**src/rtl/clk_ratio_pkg.sv**
```systemverilog
package clk_ratio_pkg;
  localparam int CODE_W = 3;
  localparam int DIV_W  = 4;
  localparam int NUM_DOM = 3;

  typedef enum logic [2:0] {
    SEL_CORE = 3'd0,
    SEL_BUS  = 3'd1,
    SEL_PERI = 3'd2,
    SEL_PAD  = 3'd3,
    SEL_PRE  = 3'd4
  } reg_sel_e;

  function automatic logic code_ok(input logic [CODE_W-1:0] c);
    return c <= 3'd5;
  endfunction

  function automatic logic [DIV_W-1:0] code_to_div(input logic [CODE_W-1:0] c);
    case (c)
      3'd0:    return 4'd1;
      3'd1:    return 4'd2;
      3'd2:    return 4'd3;
      3'd3:    return 4'd4;
      3'd4:    return 4'd6;
      3'd5:    return 4'd8;
      default: return 4'd1;
    endcase
  endfunction
endpackage

```
**src/rtl/ratio_divider.sv**
```systemverilog
module ratio_divider
  import clk_ratio_pkg::*;
(
  input  logic              clk,
  input  logic              rst_n,
  input  logic              load_i,
  input  logic [CODE_W-1:0] code_i,
  input  logic              gate_i,
  output logic              tick_o,
  output logic              en_o
);
  logic [DIV_W-1:0] div_q, pend_q, cnt_q;
  logic             pend_v_q;
  logic [DIV_W-1:0] new_div;
  logic             tick;

  assign new_div = code_to_div(code_i);
  assign tick    = (cnt_q == div_q - DIV_W'(1));
  assign tick_o  = tick;
  assign en_o    = tick & ~gate_i;

  always_ff @(posedge clk) begin
    if (!rst_n) begin
      div_q    <= DIV_W'(1);
      pend_q   <= DIV_W'(1);
      pend_v_q <= 1'b0;
      cnt_q    <= '0;
    end else if (tick) begin
      cnt_q    <= '0;
      pend_v_q <= 1'b0;
      if (load_i)        div_q <= new_div;
      else if (pend_v_q) div_q <= pend_q;
    end else begin
      cnt_q <= cnt_q + DIV_W'(1);
      if (load_i) begin
        pend_q   <= new_div;
        pend_v_q <= 1'b1;
      end
    end
  end

  // Phase counter never passes the active period (no runt strobe)
  assert_cnt_in_period_R3: assert property (@(posedge clk) disable iff (!rst_n)
    cnt_q < div_q);
  // Period may change only right after a boundary strobe
  assert_switch_on_boundary_R3: assert property (@(posedge clk) disable iff (!rst_n)
    (div_q != $past(div_q)) |-> $past(tick));
endmodule

```
**src/rtl/stab_counter.sv**
```systemverilog
module stab_counter #(
  parameter int CNT_W = 8
) (
  input  logic             clk,
  input  logic             rst_n,
  input  logic             start_i,
  input  logic [CNT_W-1:0] preload_i,
  output logic             busy_o
);
  localparam logic [CNT_W-1:0] CNT_MAX = {CNT_W{1'b1}};

  logic [CNT_W-1:0] cnt_q;
  logic             busy_q;

  always_ff @(posedge clk) begin
    if (!rst_n) begin
      cnt_q  <= '0;
      busy_q <= 1'b0;
    end else if (start_i && !busy_q) begin
      cnt_q  <= preload_i;
      busy_q <= 1'b1;
    end else if (busy_q) begin
      if (cnt_q == CNT_MAX) busy_q <= 1'b0;
      else                  cnt_q  <= cnt_q + CNT_W'(1);
    end
  end

  assign busy_o = busy_q;

  // Wait ends only on counter wrap
  assert_end_on_wrap_R4: assert property (@(posedge clk) disable iff (!rst_n)
    $fell(busy_q) |-> $past(cnt_q == CNT_MAX));
  // Counter climbs by one per cycle through the wait
  assert_count_up_R4: assert property (@(posedge clk) disable iff (!rst_n)
    (busy_q && $past(busy_q)) |-> (cnt_q == $past(cnt_q) + CNT_W'(1)));
endmodule

```
**src/rtl/clk_ratio_sequencer.sv**
```systemverilog
module clk_ratio_sequencer
  import clk_ratio_pkg::*;
#(
  parameter int CNT_W  = 8,
  parameter int ADDR_W = 3,
  parameter int DATA_W = 8
) (
  input  logic              clk,
  input  logic              rst_n,
  input  logic              wr_valid,
  output logic              wr_ready,
  input  logic [ADDR_W-1:0] wr_addr,
  input  logic [DATA_W-1:0] wr_data,
  input  logic              pll2_en,
  output logic              halt_o,
  output logic              core_en_o,
  output logic              bus_en_o,
  output logic              peri_en_o,
  output logic              ck_pad_o,
  output logic              ck_pad_oe
);
  logic               wr_fire;
  logic [CODE_W-1:0]  code;
  logic               code_good;
  logic [NUM_DOM-1:0] load, tick, en;
  logic               halt;
  logic               start_wait;
  logic               pad_en_q;
  logic [CNT_W-1:0]   preload_q;

  assign wr_ready  = 1'b1;
  assign wr_fire   = wr_valid & wr_ready;
  assign code      = wr_data[CODE_W-1:0];
  assign code_good = code_ok(code);

  assign load[0] = wr_fire && code_good && (wr_addr == ADDR_W'(SEL_CORE));
  assign load[1] = wr_fire && code_good && (wr_addr == ADDR_W'(SEL_BUS)) && !halt;
  assign load[2] = wr_fire && code_good && (wr_addr == ADDR_W'(SEL_PERI));
  assign start_wait = load[1] & pll2_en;

  for (genvar g = 0; g < NUM_DOM; g++) begin : g_dom
    ratio_divider u_div (
      .clk    (clk),
      .rst_n  (rst_n),
      .load_i (load[g]),
      .code_i (code),
      .gate_i (halt),
      .tick_o (tick[g]),
      .en_o   (en[g])
    );
  end

  stab_counter #(.CNT_W(CNT_W)) u_stab (
    .clk       (clk),
    .rst_n     (rst_n),
    .start_i   (start_wait),
    .preload_i (preload_q),
    .busy_o    (halt)
  );

  always_ff @(posedge clk) begin
    if (!rst_n) begin
      pad_en_q  <= 1'b1;
      preload_q <= '0;
    end else if (wr_fire) begin
      if (wr_addr == ADDR_W'(SEL_PAD)) pad_en_q  <= wr_data[0];
      if (wr_addr == ADDR_W'(SEL_PRE)) preload_q <= wr_data[CNT_W-1:0];
    end
  end

  assign halt_o    = halt;
  assign core_en_o = en[0];
  assign bus_en_o  = en[1];
  assign peri_en_o = en[2];
  assign ck_pad_oe = pad_en_q;
  assign ck_pad_o  = pad_en_q ? tick[1] : 1'b1;

  // Internal strobes stay off while halted
  assert_no_strobe_in_halt_R5: assert property (@(posedge clk) disable iff (!rst_n)
    halt_o |-> !(core_en_o || bus_en_o || peri_en_o));
  // Released pad reads as pulled high
  assert_pad_pullup_R9: assert property (@(posedge clk) disable iff (!rst_n)
    !ck_pad_oe |-> ck_pad_o);
  // A wait begins only from a bus write with the PLL running
  assert_halt_source_R4: assert property (@(posedge clk) disable iff (!rst_n)
    $rose(halt_o) |-> $past(wr_valid && pll2_en && (wr_addr == ADDR_W'(SEL_BUS))));
endmodule

```
**config.mk**
```make
export PLATFORM = sky130hd
export DESIGN_NAME = clk_ratio_sequencer
export DESIGN_NICKNAME = d
export VERILOG_FILES = /design/src/rtl/clk_ratio_pkg.sv /design/src/rtl/ratio_divider.sv /design/src/rtl/stab_counter.sv /design/src/rtl/clk_ratio_sequencer.sv
export SDC_FILE = /design/constraint.sdc
export NUM_CORES = 1
export LEC_CHECK = 0
export CAP_MARGIN = 0
export CELL_PAD_IN_SITES_DETAIL_PLACEMENT = 1
export CELL_PAD_IN_SITES_GLOBAL_PLACEMENT = 2
export CORE_MARGIN = 3
export CORE_UTILIZATION = 41
export CTS_BUF_LIST = sky130_fd_sc_hd__clkbuf_8
export DETAILED_ROUTE_END_ITERATION = 10
export DONT_BUFFER_PORTS = 1
export PLACE_DENSITY_LB_ADDON = 0.3
export SKIP_CTS_REPAIR_TIMING = 1
export SLEW_MARGIN = 10
export SYNTH_ARGS = -nofsm -noshare
export SYNTH_HDL_FRONTEND = slang
export SYNTH_SLANG_ARGS = --single-unit
```
**constraint.sdc**
```tcl
create_clock -name clk -period 2.76 [get_ports clk]
set_clock_uncertainty 0.05 [all_clocks]
set_input_delay 0.414 -clock clk [delete_from_list [all_inputs] [get_ports clk]]
set_output_delay 0.414 -clock clk [all_outputs]
set_load 0.05 [all_outputs]
```
==> metrics.yaml <==
timing:
  finalHoldViolations: 0
  fin_setup_tns_ns: 0
  finalCritPeriodShare_pct: 94.8
  setup_ws_ns: 0.145
  period_minus_slack_ns: 2.62
  setup_viol: 0
  whs_ns: 0.111
  relSlewSlack_pct: 47.8
  fmax_mhz: 382
  tightest_slew_ns: 0.777
  finalMaxSlewViolations: 0
placed_design:
  postPlaceCellArea_sq_um: 3380
  port_buffers: 0
  dp.final_hpwl_um: 5990
  place.gp.congestion: 0.813
  pre_cts_slack_ns: 0.455
  place_inst: 459
cts:
  cts-root-buf: "clkbuf_8"
  cts_sinks: 57
  insertion_delay_ns: 0.34
  cts_buffers: 9
  htreeDepth: 3
  cts_buffer_depth: 2
  tritoncts: "built"
  clk_pin_slew_ns: 0.07
grt:
  gr-total-overflow: 0
  grt_start_max_net_pins: 46
  grt_pass1_vias: 2800
  grt_use_total_pct: 20.0
  antenna_found_initial: 0
  grt_pass1_wl_um: 14200
worst_setup_path:
  cp_max_fo: 4
  cp-start-kind: "flip-flop"
  worstSetupPathType: "flip-flop to primary output"
  max_stage_delay_ns: 0.46
  cp.arrival_ns: 2.15
  worstPathCellList: "inv_1 > ha_1 > xor2_1 > and3_2 > nand2_1 > nor2_1 > buf_4"
  slowest_stage: "dfxtp_1"
  cp-end-kind: "primary output"
  crit_required_ns: 2.30
yosys:
  yosys_warnings: 0
  synth_edf_count: 0
  synth_area_sq_um: 3280
  synth_area_leaders: "dfxtp_1 35%, mux2i_1 5.5%, xnor2_1 4.3%"
  synth.yosys.seq_area_share_pct: 34.8
  synthFlopType: "dfxtp_1"
  async_reset_ff_share_pct: 0
  ys_types: 63
  yosys.area.top_type_share_pct: 34.8
  post_synth.cell_area_avg_sq_um: 8.79
  yosys.area.top_type: "dfxtp_1"
  syn_inst: 373
  ys_ff_latch: 57
  syn_nets: 396
power:
  p_leak_nw: 1.34
  p_total_mw: 1.93
  vdd_drop_max_v: 0.000249
  powerDensity_nw_per_um2: 533
job:
  cap_viol_max_count: 0
final_layout:
  final_common_cell: "dfxtp_1"
  antenna_cells: 0
  multi_input_area_sq_um: 2010
  ff_latch_area_sq_um: 1140
  layout-drive-gt1-share_pct: 10.4
  area_growth_pct: 10.3
  fillers: 893
  fin_cells: 474
  layout.nets: 394
  final_cell_mix: "57 x dfxtp_1, 37 x nor2_1, 24 x nand2_1"
  final_design_area_no_fill_sq_um: 3610
  utilization_pct: 48.3
floorplanning:
  die_w_um: 95.4
  die_area_sq_um: 9100
  ios: 22
  start_util_pct: 43.8
  die_h_um: 95.4
  core_sq_um: 7490
  num_rows: 31
detailed_routing:
  avgRoutedWirePerCell_um: 17.6
  detail_route.iter0.violations: 49
  route.detailed.drc: 0
  num_vias: 2777
  drt_wl_total_um: 8340
  vias_per_cell: 5.86
  drtPass1Iterations: 4
  ant_nets: 0
run_status:
  status: "finished, final reports clean"
worst_hold_path:
  hp-class: "input pin to flip-flop"
[synthesized netlist by cell type (all sizes together), types with 2 or more instances]
library cell and instances:
nor2b 5, nor3 13, nor2 37, dfxtp 57
a311oi 2, a2bb2oi 5, xnor3 3, buf 8
o311ai 7, and3 4, mux2i 18, a22oi 3
ha 8, nand4b 2, nand3 21, o211ai 7
a211oi 7, a21oi 14, a21boi 4, o2111ai 2
nor3b 2, nand2 25, or4 6, inv 9
and2 2, or3 5, o22a 2, xor2 12
o211a 4, a31oi 4, nand2b 3, nand4 3
o311a 2, nor4 5, xnor2 16, o31ai 4
a211o 2, o21ai 15, clkbuf 14
[cell families after synthesis]
family          Yosys count  synth area share (%)
simple gates            139                  23.5
compound gates           87                  18.9
flops                    57                  34.8
buf+inv                  32                  4.24
xor+xnor                 31                  9.85
mux                      18                  5.50
fa+ha+maj                 8                  3.05
other cells               1                 0.114
[path summary, 6_finish.rpt]
kind / from / to / slack, ns / depth (start not counted)
max: g_dom[1].u_div.div_q[0] / bus_en_o / 0.14 / 7
min: rst_n / ck_pad_oe / 0.11 / 1
max reg2reg: g_dom[2].u_div.div_q[0] / g_dom[2].u_div.pend_v_q / 0.63 / 6
min reg2reg: g_dom[1].u_div.pend_v_q / g_dom[1].u_div.pend_v_q / 0.41 / 2
[flip-flops by register name (all words and copies together), names as in the netlist]
name / flops
g_dom.u_div.cnt_q: 12
g_dom.u_div.div_q: 12
g_dom.u_div.pend_q: 12
preload_q: 8
u_stab.cnt_q: 8
g_dom.u_div.pend_v_q: 3
ck_pad_oe: 1
u_stab.busy_o: 1
[worst max-delay path: cells and delay by family, from the launching register on]
kind | cells | cell delay [ns]
xor+xnor | 1 | 0.29
fa+ha+maj | 1 | 0.31
buf+inv | 2 | 0.28
flops | 1 | 0.46
simple gates | 3 | 0.46
[layout make-up]
class	instances	share of cell area, %
tap	99	3.43
inverter	10	1.04
multi-input combinational	284	55.7
timing repair buffer	9	1.87
sequential	57	31.6
clock inverter	3	1.77
clock buffer	12	4.57
[routing by layer]
metal | global-route usage (%) | routed length (um) | vias to the layer above
met1 | 25.9 | 3960 | 1353
li1 | - | - | 1373
met4 | 7.82 | 161 | 0
met2 | 32.1 | 3910 | 37
met5 | 0 | 0 | -
met3 | 4.97 | 312 | 14
[power breakdown]
part           leakage, nW  switching, mW  internal (mW)
sequential           0.460         0.0123          0.838
combinational        0.761          0.113         0.0581
clock                0.120          0.332          0.574
(Power assumes the default switching activity.)
